**src/rtl/clk_lvl_pkg.sv**
```systemverilog
package clk_lvl_pkg;

  typedef enum logic [1:0] {
    ST_IDLE  = 2'd0,
    ST_LOAD  = 2'd1,
    ST_QUOT  = 2'd2,
    ST_TRUNC = 2'd3
  } srch_st_e;

endpackage

```
**src/rtl/clk_lvl_table.sv**
```systemverilog
module clk_lvl_table #(
  parameter int NUM_LEVELS = 32,
  parameter int FREQ_W     = 32,
  localparam int IDX_W     = $clog2(NUM_LEVELS),
  localparam int CNT_W     = $clog2(NUM_LEVELS + 1)
) (
  input  logic              clk,
  input  logic              rst_n,
  input  logic              wr_en,
  input  logic [IDX_W-1:0]  wr_addr,
  input  logic [FREQ_W-1:0] wr_data,
  input  logic              cnt_we,
  input  logic [CNT_W-1:0]  cnt_wdata,
  input  logic [IDX_W-1:0]  rd_idx,
  output logic [FREQ_W-1:0] rd_data,
  output logic [CNT_W-1:0]  lvl_count
);

  localparam logic [CNT_W-1:0] CNT_MAX = CNT_W'(NUM_LEVELS);

  logic [FREQ_W-1:0] ent_q [NUM_LEVELS];
  logic [CNT_W-1:0]  cnt_q, cnt_n;

  // One register per level, each with its own write enable
  for (genvar g = 0; g < NUM_LEVELS; g++) begin : g_ent
    logic ent_en;
    assign ent_en = wr_en && (wr_addr == IDX_W'(g));
    always_ff @(posedge clk or negedge rst_n) begin
      if (!rst_n)      ent_q[g] <= '0;
      else if (ent_en) ent_q[g] <= wr_data;
    end
  end

  // Count saturates at the table depth
  always_comb begin
    cnt_n = (cnt_wdata > CNT_MAX) ? CNT_MAX : cnt_wdata;
  end

  always_ff @(posedge clk or negedge rst_n) begin
    if (!rst_n)      cnt_q <= '0;
    else if (cnt_we) cnt_q <= cnt_n;
  end

  assign rd_data   = ent_q[rd_idx];
  assign lvl_count = cnt_q;

endmodule

```
**src/rtl/clk_lvl_divu.sv**
```systemverilog
module clk_lvl_divu #(
  parameter int W = 32,
  localparam int CW = $clog2(W + 1)
) (
  input  logic         clk,
  input  logic         rst_n,
  input  logic         start,
  input  logic [W-1:0] dividend,
  input  logic [W-1:0] divisor,
  output logic         done,
  output logic [W-1:0] quotient,
  output logic [W-1:0] remainder
);

  logic [W-1:0]  rem_q, rem_n;
  logic [W-1:0]  quo_q, quo_n;
  logic [W-1:0]  dsr_q, dsr_n;
  logic [CW-1:0] cnt_q, cnt_n;
  logic          busy_q, busy_n;
  logic          done_q, done_n;
  logic [W+1:0]  trial;

  // One quotient bit per cycle, restoring form
  always_comb begin
    rem_n  = rem_q;
    quo_n  = quo_q;
    dsr_n  = dsr_q;
    cnt_n  = cnt_q;
    busy_n = busy_q;
    done_n = 1'b0;
    trial  = {1'b0, rem_q, quo_q[W-1]} - {2'b00, dsr_q};
    if (start) begin
      rem_n  = '0;
      quo_n  = dividend;
      dsr_n  = divisor;
      cnt_n  = CW'(W);
      busy_n = 1'b1;
    end else if (busy_q) begin
      if (!trial[W+1]) begin
        rem_n = trial[W-1:0];
        quo_n = {quo_q[W-2:0], 1'b1};
      end else begin
        rem_n = {rem_q[W-2:0], quo_q[W-1]};
        quo_n = {quo_q[W-2:0], 1'b0};
      end
      cnt_n = cnt_q - 1'b1;
      if (cnt_q == CW'(1)) begin
        busy_n = 1'b0;
        done_n = 1'b1;
      end
    end
  end

  always_ff @(posedge clk or negedge rst_n) begin
    if (!rst_n) begin
      rem_q  <= '0;
      quo_q  <= '0;
      dsr_q  <= '0;
      cnt_q  <= '0;
      busy_q <= 1'b0;
      done_q <= 1'b0;
    end else begin
      rem_q  <= rem_n;
      quo_q  <= quo_n;
      dsr_q  <= dsr_n;
      cnt_q  <= cnt_n;
      busy_q <= busy_n;
      done_q <= done_n;
    end
  end

  assign done      = done_q;
  assign quotient  = quo_q;
  assign remainder = rem_q;

endmodule

```
**src/rtl/clk_lvl_search.sv**
```systemverilog
module clk_lvl_search
  import clk_lvl_pkg::*;
#(
  parameter int NUM_LEVELS = 32,
  parameter int FREQ_W     = 32,
  localparam int IDX_W     = $clog2(NUM_LEVELS),
  localparam int CNT_W     = $clog2(NUM_LEVELS + 1)
) (
  input  logic              clk,
  input  logic              rst_n,
  input  logic              start,
  input  logic [FREQ_W-1:0] req_freq,
  input  logic              exact_mode,
  input  logic [CNT_W-1:0]  lvl_count,
  output logic [IDX_W-1:0]  rd_idx,
  input  logic [FREQ_W-1:0] rd_data,
  output logic              dv_start,
  output logic [FREQ_W-1:0] dv_dividend,
  output logic [FREQ_W-1:0] dv_divisor,
  input  logic              dv_done,
  input  logic [FREQ_W-1:0] dv_quot,
  input  logic [FREQ_W-1:0] dv_rem,
  output logic              busy,
  output logic              done,
  output logic              err,
  output logic [IDX_W-1:0]  sel_idx,
  output logic [FREQ_W-1:0] sel_freq
);

  srch_st_e          st_q, st_n;
  logic [FREQ_W-1:0] req_q, req_n;
  logic              exact_q, exact_n;
  logic [CNT_W-1:0]  cnt_q, cnt_n;
  logic [IDX_W-1:0]  idx_q, idx_n;
  logic [FREQ_W-1:0] fcur_q, fcur_n;
  logic [FREQ_W-1:0] berr_q, berr_n;
  logic [IDX_W-1:0]  bidx_q, bidx_n;
  logic [FREQ_W-1:0] bfreq_q, bfreq_n;
  logic              found_q, found_n;
  logic              done_q, done_n;
  logic              err_q, err_n;
  logic [IDX_W-1:0]  sidx_q, sidx_n;
  logic [FREQ_W-1:0] sfreq_q, sfreq_n;
  logic              res_en;

  logic [FREQ_W-1:0] ceil_div, step_div, lvl_err;
  logic              better, last_lvl, fail;

  // Ceiling divider from the first division; a zero level uses one
  always_comb begin
    ceil_div = dv_quot + {{(FREQ_W-1){1'b0}}, (dv_rem != '0)};
    step_div = (ceil_div == '0) ? {{(FREQ_W-1){1'b0}}, 1'b1} : ceil_div;
    lvl_err  = req_q - dv_quot;
    better   = lvl_err < berr_q;
    last_lvl = (CNT_W'(idx_q) + 1'b1) == cnt_q;
    fail     = exact_q || !(found_q || better);
  end

  assign rd_idx      = idx_q;
  assign dv_start    = (st_q == ST_LOAD) || ((st_q == ST_QUOT) && dv_done);
  assign dv_dividend = (st_q == ST_LOAD) ? rd_data : fcur_q;
  assign dv_divisor  = (st_q == ST_QUOT) ? step_div : req_q;

  always_comb begin
    st_n    = st_q;
    req_n   = req_q;
    exact_n = exact_q;
    cnt_n   = cnt_q;
    idx_n   = idx_q;
    fcur_n  = fcur_q;
    berr_n  = berr_q;
    bidx_n  = bidx_q;
    bfreq_n = bfreq_q;
    found_n = found_q;
    done_n  = 1'b0;
    res_en  = 1'b0;
    err_n   = err_q;
    sidx_n  = sidx_q;
    sfreq_n = sfreq_q;
    unique case (st_q)
      ST_IDLE: begin
        if (start) begin
          if ((req_freq == '0) || (lvl_count == '0)) begin
            res_en  = 1'b1;
            err_n   = 1'b1;
            sidx_n  = '0;
            sfreq_n = '0;
          end else begin
            req_n   = req_freq;
            exact_n = exact_mode;
            cnt_n   = lvl_count;
            idx_n   = '0;
            berr_n  = '1;
            found_n = 1'b0;
            st_n    = ST_LOAD;
          end
        end
      end
      ST_LOAD: begin
        fcur_n = rd_data;
        st_n   = ST_QUOT;
      end
      ST_QUOT: begin
        if (dv_done) st_n = ST_TRUNC;
      end
      ST_TRUNC: begin
        if (dv_done) begin
          if (lvl_err == '0) begin
            res_en  = 1'b1;
            err_n   = 1'b0;
            sidx_n  = idx_q;
            sfreq_n = fcur_q;
            st_n    = ST_IDLE;
          end else if (last_lvl) begin
            res_en  = 1'b1;
            err_n   = fail;
            sidx_n  = fail ? '0 : (better ? idx_q : bidx_q);
            sfreq_n = fail ? '0 : (better ? fcur_q : bfreq_q);
            st_n    = ST_IDLE;
          end else begin
            if (better) begin
              berr_n  = lvl_err;
              bidx_n  = idx_q;
              bfreq_n = fcur_q;
              found_n = 1'b1;
            end
            idx_n = idx_q + 1'b1;
            st_n  = ST_LOAD;
          end
        end
      end
      default: st_n = ST_IDLE;
    endcase
    done_n = res_en;
  end

  always_ff @(posedge clk or negedge rst_n) begin
    if (!rst_n) begin
      st_q    <= ST_IDLE;
      req_q   <= '0;
      exact_q <= 1'b0;
      cnt_q   <= '0;
      idx_q   <= '0;
      fcur_q  <= '0;
      berr_q  <= '1;
      bidx_q  <= '0;
      bfreq_q <= '0;
      found_q <= 1'b0;
      done_q  <= 1'b0;
    end else begin
      st_q    <= st_n;
      req_q   <= req_n;
      exact_q <= exact_n;
      cnt_q   <= cnt_n;
      idx_q   <= idx_n;
      fcur_q  <= fcur_n;
      berr_q  <= berr_n;
      bidx_q  <= bidx_n;
      bfreq_q <= bfreq_n;
      found_q <= found_n;
      done_q  <= done_n;
    end
  end

  // Result registers load only on completion
  always_ff @(posedge clk or negedge rst_n) begin
    if (!rst_n) begin
      err_q   <= 1'b0;
      sidx_q  <= '0;
      sfreq_q <= '0;
    end else if (res_en) begin
      err_q   <= err_n;
      sidx_q  <= sidx_n;
      sfreq_q <= sfreq_n;
    end
  end

  assign busy     = (st_q != ST_IDLE);
  assign done     = done_q;
  assign err      = err_q;
  assign sel_idx  = sidx_q;
  assign sel_freq = sfreq_q;

endmodule

```
**src/rtl/clk_level_pick.sv**
```systemverilog
module clk_level_pick #(
  parameter int NUM_LEVELS = 32,
  parameter int FREQ_W     = 32
) (
  input  logic                             clk,
  input  logic                             rst_n,
  input  logic                             tbl_wr_en,
  input  logic [$clog2(NUM_LEVELS)-1:0]    tbl_wr_addr,
  input  logic [FREQ_W-1:0]                tbl_wr_data,
  input  logic                             cnt_wr_en,
  input  logic [$clog2(NUM_LEVELS+1)-1:0]  cnt_wr_data,
  input  logic                             start,
  input  logic [FREQ_W-1:0]                req_freq,
  input  logic                             exact_mode,
  output logic                             done,
  output logic                             err,
  output logic [$clog2(NUM_LEVELS)-1:0]    sel_idx,
  output logic [FREQ_W-1:0]                sel_freq
);

  localparam int IDX_W = $clog2(NUM_LEVELS);
  localparam int CNT_W = $clog2(NUM_LEVELS + 1);

  logic [IDX_W-1:0]  rd_idx;
  logic [FREQ_W-1:0] rd_data;
  logic [CNT_W-1:0]  lvl_count;
  logic              dv_start, dv_done;
  logic [FREQ_W-1:0] dv_dividend, dv_divisor, dv_quot, dv_rem;
  logic              srch_busy;

  clk_lvl_table #(
    .NUM_LEVELS (NUM_LEVELS),
    .FREQ_W     (FREQ_W)
  ) i_table (
    .clk       (clk),
    .rst_n     (rst_n),
    .wr_en     (tbl_wr_en),
    .wr_addr   (tbl_wr_addr),
    .wr_data   (tbl_wr_data),
    .cnt_we    (cnt_wr_en),
    .cnt_wdata (cnt_wr_data),
    .rd_idx    (rd_idx),
    .rd_data   (rd_data),
    .lvl_count (lvl_count)
  );

  clk_lvl_divu #(
    .W (FREQ_W)
  ) i_divu (
    .clk       (clk),
    .rst_n     (rst_n),
    .start     (dv_start),
    .dividend  (dv_dividend),
    .divisor   (dv_divisor),
    .done      (dv_done),
    .quotient  (dv_quot),
    .remainder (dv_rem)
  );

  clk_lvl_search #(
    .NUM_LEVELS (NUM_LEVELS),
    .FREQ_W     (FREQ_W)
  ) i_search (
    .clk         (clk),
    .rst_n       (rst_n),
    .start       (start),
    .req_freq    (req_freq),
    .exact_mode  (exact_mode),
    .lvl_count   (lvl_count),
    .rd_idx      (rd_idx),
    .rd_data     (rd_data),
    .dv_start    (dv_start),
    .dv_dividend (dv_dividend),
    .dv_divisor  (dv_divisor),
    .dv_done     (dv_done),
    .dv_quot     (dv_quot),
    .dv_rem      (dv_rem),
    .busy        (srch_busy),
    .done        (done),
    .err         (err),
    .sel_idx     (sel_idx),
    .sel_freq    (sel_freq)
  );

endmodule

```
**config.mk**
```make
export PLATFORM = sky130hd
export DESIGN_NAME = clk_level_pick
export DESIGN_NICKNAME = d
export VERILOG_FILES = /design/src/rtl/clk_lvl_pkg.sv /design/src/rtl/clk_lvl_table.sv /design/src/rtl/clk_lvl_divu.sv /design/src/rtl/clk_lvl_search.sv /design/src/rtl/clk_level_pick.sv
export SDC_FILE = /design/constraint.sdc
export NUM_CORES = 2
export LEC_CHECK = 0
export CORE_MARGIN = 2
export CORE_UTILIZATION = 52
export DETAILED_ROUTE_END_ITERATION = 8
export PLACE_DENSITY = 0.71
export SLEW_MARGIN = 20
export SYNTH_ARGS = -nofsm -noshare
export SYNTH_HDL_FRONTEND = slang
export SYNTH_SLANG_ARGS = --single-unit
```
**constraint.sdc**
```tcl
create_clock -name clk -period 5.35 [get_ports clk]
set_input_delay 0.535 -clock clk [delete_from_list [all_inputs] [get_ports clk]]
set_output_delay 0.535 -clock clk [all_outputs]
set_load 0.02 [all_outputs]
```
==> metrics.md <==
| Metric | Value |
|---|---|
| Post-Syn Nets | `4,836` |
| Final core occ | `0.5887` |
| Antenna violation net count after detailed routing | `0` |
| Fmax | `198.5 MHz` |
| Die width | `355.8 um` |
| Hold Fails Final Rpt | `0` |
| Reg2Reg Depth | `22` |
| Unrepaired setup endpoints after global routing | `false` |
| Worst path depth | `22` |
| Initial Util | `0.5219` |
| Worst Setup SP | `i_search.req_q[0]` |
| Gate Count Post-Synth | `4,651` |
| DRC viols | `0` |
| Minimum clock period | `5.038 ns` |
| EDFF count, synth | `0` |
| Top post-synthesis cells by count | `dfrtp_1, mux2_2, mux4_2` |
| Pwr dens | `344.8 nW/um2` |
| Critical path buffers and inverters | `4` |
| Die Footprint | `126,600 um2` |
| Inserted Clock Buffers | `141` |
| Origin of the critical flop-to-flop path | `i_search.req_q[0]` |
| Register-to-register setup slack | `0.31 ns` |
| Async SR Flop Fraction | `1.000` |
| Worst path max stage delay | `0.42 ns` |
| Sequence of cells on the critical path | `inv_1 -> ha_1 -> fa_1 -> nor2b_2 -> o31ai_4 -> buf_4 -> a21oi_2 -> mux2i_1 -> nor2_1 -> inv_1 -> ha_1 -> a21o_1 -> a21o_1 -> a21o_1 -> a21o_1 -> o2111a_1 -> o311a_1 -> nor3_2 -> o211ai_1 -> or2_2 -> buf_12 -> mux2_2` |
| Final Cycle Share | `0.9417` |
| WP data arrival | `5.69 ns` |
| Io pins | `120` |
| Flop and latch count out of synthesis | `1,321` |
| Clk buf depth | `3` |
| Peak supply drop | `0.3816 mV` |
| Critical Path Source Type | `flip-flop` |
| Worst Path Required | `6.00 ns` |
| Final clock skew | `0.01921 ns` |
| Layout cells sized above 1 | `0.3994` |
| Seq/Total Area, Yosys | `0.5143` |
| CTS H-tree depth | `4` |
| Clock sink total | `1,321` |
| DR vias | `40.07k` |
| Pin count of the biggest net entering global routing | `146` |
| Leakage | `0.03279 uW` |
| Final TNS setup | `0 ns` |
| Worst-skew pair later-pin latency | `0.78 ns` |
| DP HPWL | `105,300 um` |
| Die Y | `355.8 um` |
| Top cell by count, worst path | `a21o_1` |
| Worst-Margin Slew | `1.193 ns` |
| Row count | `129` |
| Area growth, synth to finish | `12.80%` |
| Starting DRT DRC Count | `3,223` |
| Max Cap Violations | `0` |
| Cell with the most instances after synthesis | `dfrtp_1` |
| Routed wire length | `168,900 um` |
| GP Congestion | `0.9092` |
| Critical Path Sink Type | `flip-flop` |
| Min-delay worst type | `in -> async` |
| # port buffers | `119` |
| Post-place setup slack | `0.1406 ns` |
| CP max-delay cell | `fa_1` |
| Synthesis Warnings | `0` |
| CP Class | `reg -> reg` |
| Cell area after synthesis | `64,350 um2` |
| First-pass GRT wire length | `259,700 um` |
| Ranking of synthesized cells by area | `dfrtp_1, mux2_2, mux4_2, mux2i_1, ha_1` |
| Top delay family on crit path | `compound AO/OA/AOI/OAI gates` |
| Post-synth top area share | `0.5012` |
| Final WS setup | `0.3119 ns` |
| Post-CTS setup buffer count | `0` |
| Grt ovf | `0` |
| Synth area leader | `dfrtp_1` |
| Via density per instance | `6.221` |
| Clk slew on worst S/H paths | `0.06 ns` |
| Fin. max-slew vios | `0` |
| Slew headroom | `0.2021` |
| Wire per inst | `26.23 um` |
| Critical path capture point | `i_search.bfreq_q[13]` |
| Yosys cell types | `84` |
| Syn_area_per_cell | `13.84 um2` |
| Overall routing resource usage | `0.2712` |
| Root buffer cell | `clkbuf_16` |
| Initial antenna violation count | `9` |
| Cell Area, Placed | `67,780 um2` |
| Status | `completed` |
| Vias in the first global route | `41.68k` |
| Initial DRT Pass Iterations | `5` |
| Critical path fanouts, max | `37` |
| Reg-to-reg endpoint | `i_search.bfreq_q[13]` |
| Finished Cell Area | `72,590 um2` |
| Nets | `4,872` |
| Final setup fails | `0` |
| Top_reg_cell synth | `dfrtp_1` |
| Core ar. | `123,300 um2` |
| CTS tree | `done` |
-- cell type report --
cell class | count | area, um2
repair buffers | 268 | 2575
well taps | 1637 | 2048
multi-input cells | 2812 | 29550
clock inverters | 45 | 554.3
diodes | 3 | 7.507
inverters | 143 | 539.3
clock buffers | 211 | 4207
flip-flops and latches | 1321 | 33120
fillers | 9642 | 50720
-- cell families (layout without fill, tap and decap cells) --
family / count (synthesis) / count (layout) / synth area share
other: 0 / 3 / 0
AND/OR/NAND/NOR: 523 / 523 / 0.04087
adder cells (fa/ha/maj): 104 / 104 / 0.02045
buffers and inverters: 518 / 667 / 0.03115
AO/OA/AOI/OAI: 526 / 526 / 0.05389
XOR/XNOR: 87 / 87 / 0.01184
flip-flops: 1321 / 1321 / 0.5143
multiplexers: 1572 / 1572 / 0.3275
-- what timing repair did --
item | in CTS | in global routing
hold buffers | 1 | 0
endpoints found under the setup margin | 0 | 105
resized for setup | 0 | 12
hold endpoints to repair | 126 | 0
-- power by group --
group / internal (uW) / leakage, uW / total [uW] / switching [uW]
Sequential: 11500 / 0.0171 / 12200 / 719
Combinational: 1780 / 0.0134 / 2790 / 1020
Clock: 5860 / 0.00233 / 10000 / 4150
-- metal layers --
metal | global-route usage | wire [um] | share of wire | vias up
met2 | 0.4306 | 80180 | 0.47 | 1067
met1 | 0.3761 | 73120 | 0.43 | 21350
met5 | 0 | 80 | 0.00047 | -
met3 | 0.05014 | 9634 | 0.057 | 324
li1 | - | - | - | 17320
met4 | 0.09738 | 5918 | 0.035 | 12
-- sequential cells by signal, indices dropped and copies added, names as in the netlist --
| name | count |
|---|---|
| i_search.exact_q | 1 |
| i_divu.quotient | 32 |
| i_search.rd_idx | 5 |
| i_search.bfreq_q | 32 |
| i_search.err | 1 |
| i_divu.cnt_q | 6 |
| i_search.sel_idx | 5 |
| i_divu.dsr_q | 32 |
| i_search.found_q | 1 |
| i_search.req_q | 32 |
| i_divu.remainder | 32 |
| i_divu.busy_q | 1 |
| i_search.berr_q | 32 |
| i_search.bidx_q | 5 |
| i_search.st_q | 2 |
| i_table.lvl_count | 6 |
| i_search.fcur_q | 32 |
| i_table.ent_q | 1024 |
| i_search.done | 1 |
| i_search.sel_freq | 32 |
| i_search.cnt_q | 6 |
| i_divu.done | 1 |
-- per-stage QoR --
stage | total power [uW] | hold WS, ns | std cells
floorplan | 14250 | 0.2394 | 4651
global placement | 15000 | 0.4696 | 6180
detailed placement | 15190 | 0.4741 | 6180
CTS | 25230 | 0.3316 | 6437
global route | 26050 | 0.3804 | 6438
finish | 25030 | 0.3707 | 6440
-- worst min-delay path by stage --
| stage | startpoint | to | slack [ns] | cells past startpoint |
|---|---|---|---|---|
| 2_1_floorplan | rst_n | i_divu.busy_q | 0.24 | 0 |
| 3_3_place_gp | i_divu.dsr_q[1] | i_divu.dsr_q[1] | 0.47 | 2 |
| 3_5_place_dp | i_divu.dsr_q[11] | i_divu.dsr_q[11] | 0.47 | 2 |
| 4_1_cts | cnt_wr_data[1] | i_table.lvl_count[1] | 0.33 | 3 |
| 5_1_grt | exact_mode | i_search.exact_q | 0.38 | 2 |
| 6_report | rst_n | i_table.lvl_count[1] | 0.37 | 2 |
-- layout by cell type, fill, tap and decap left out, drive strengths merged, types with 13 or more instances in the layout --
cell type	instances
clkbuf	211
mux4	314
inv	151
clkinv	23
nand2b	13
xnor2	62
nor3	44
a21oi	130
dfrtp	1289
and3	16
o21ai	145
nand2	137
buf	155
o211ai	17
clkdlybuf4s50	112
nand3	35
nor2	112
nor4	29
o22a	22
dfstp	32
ha	102
mux2	1129
mux2i	129
a21o	52
nand4	56
nor2b	17
o2bb2ai	31
xor2	25
Note: power is estimated with default switching activity, not from simulation.
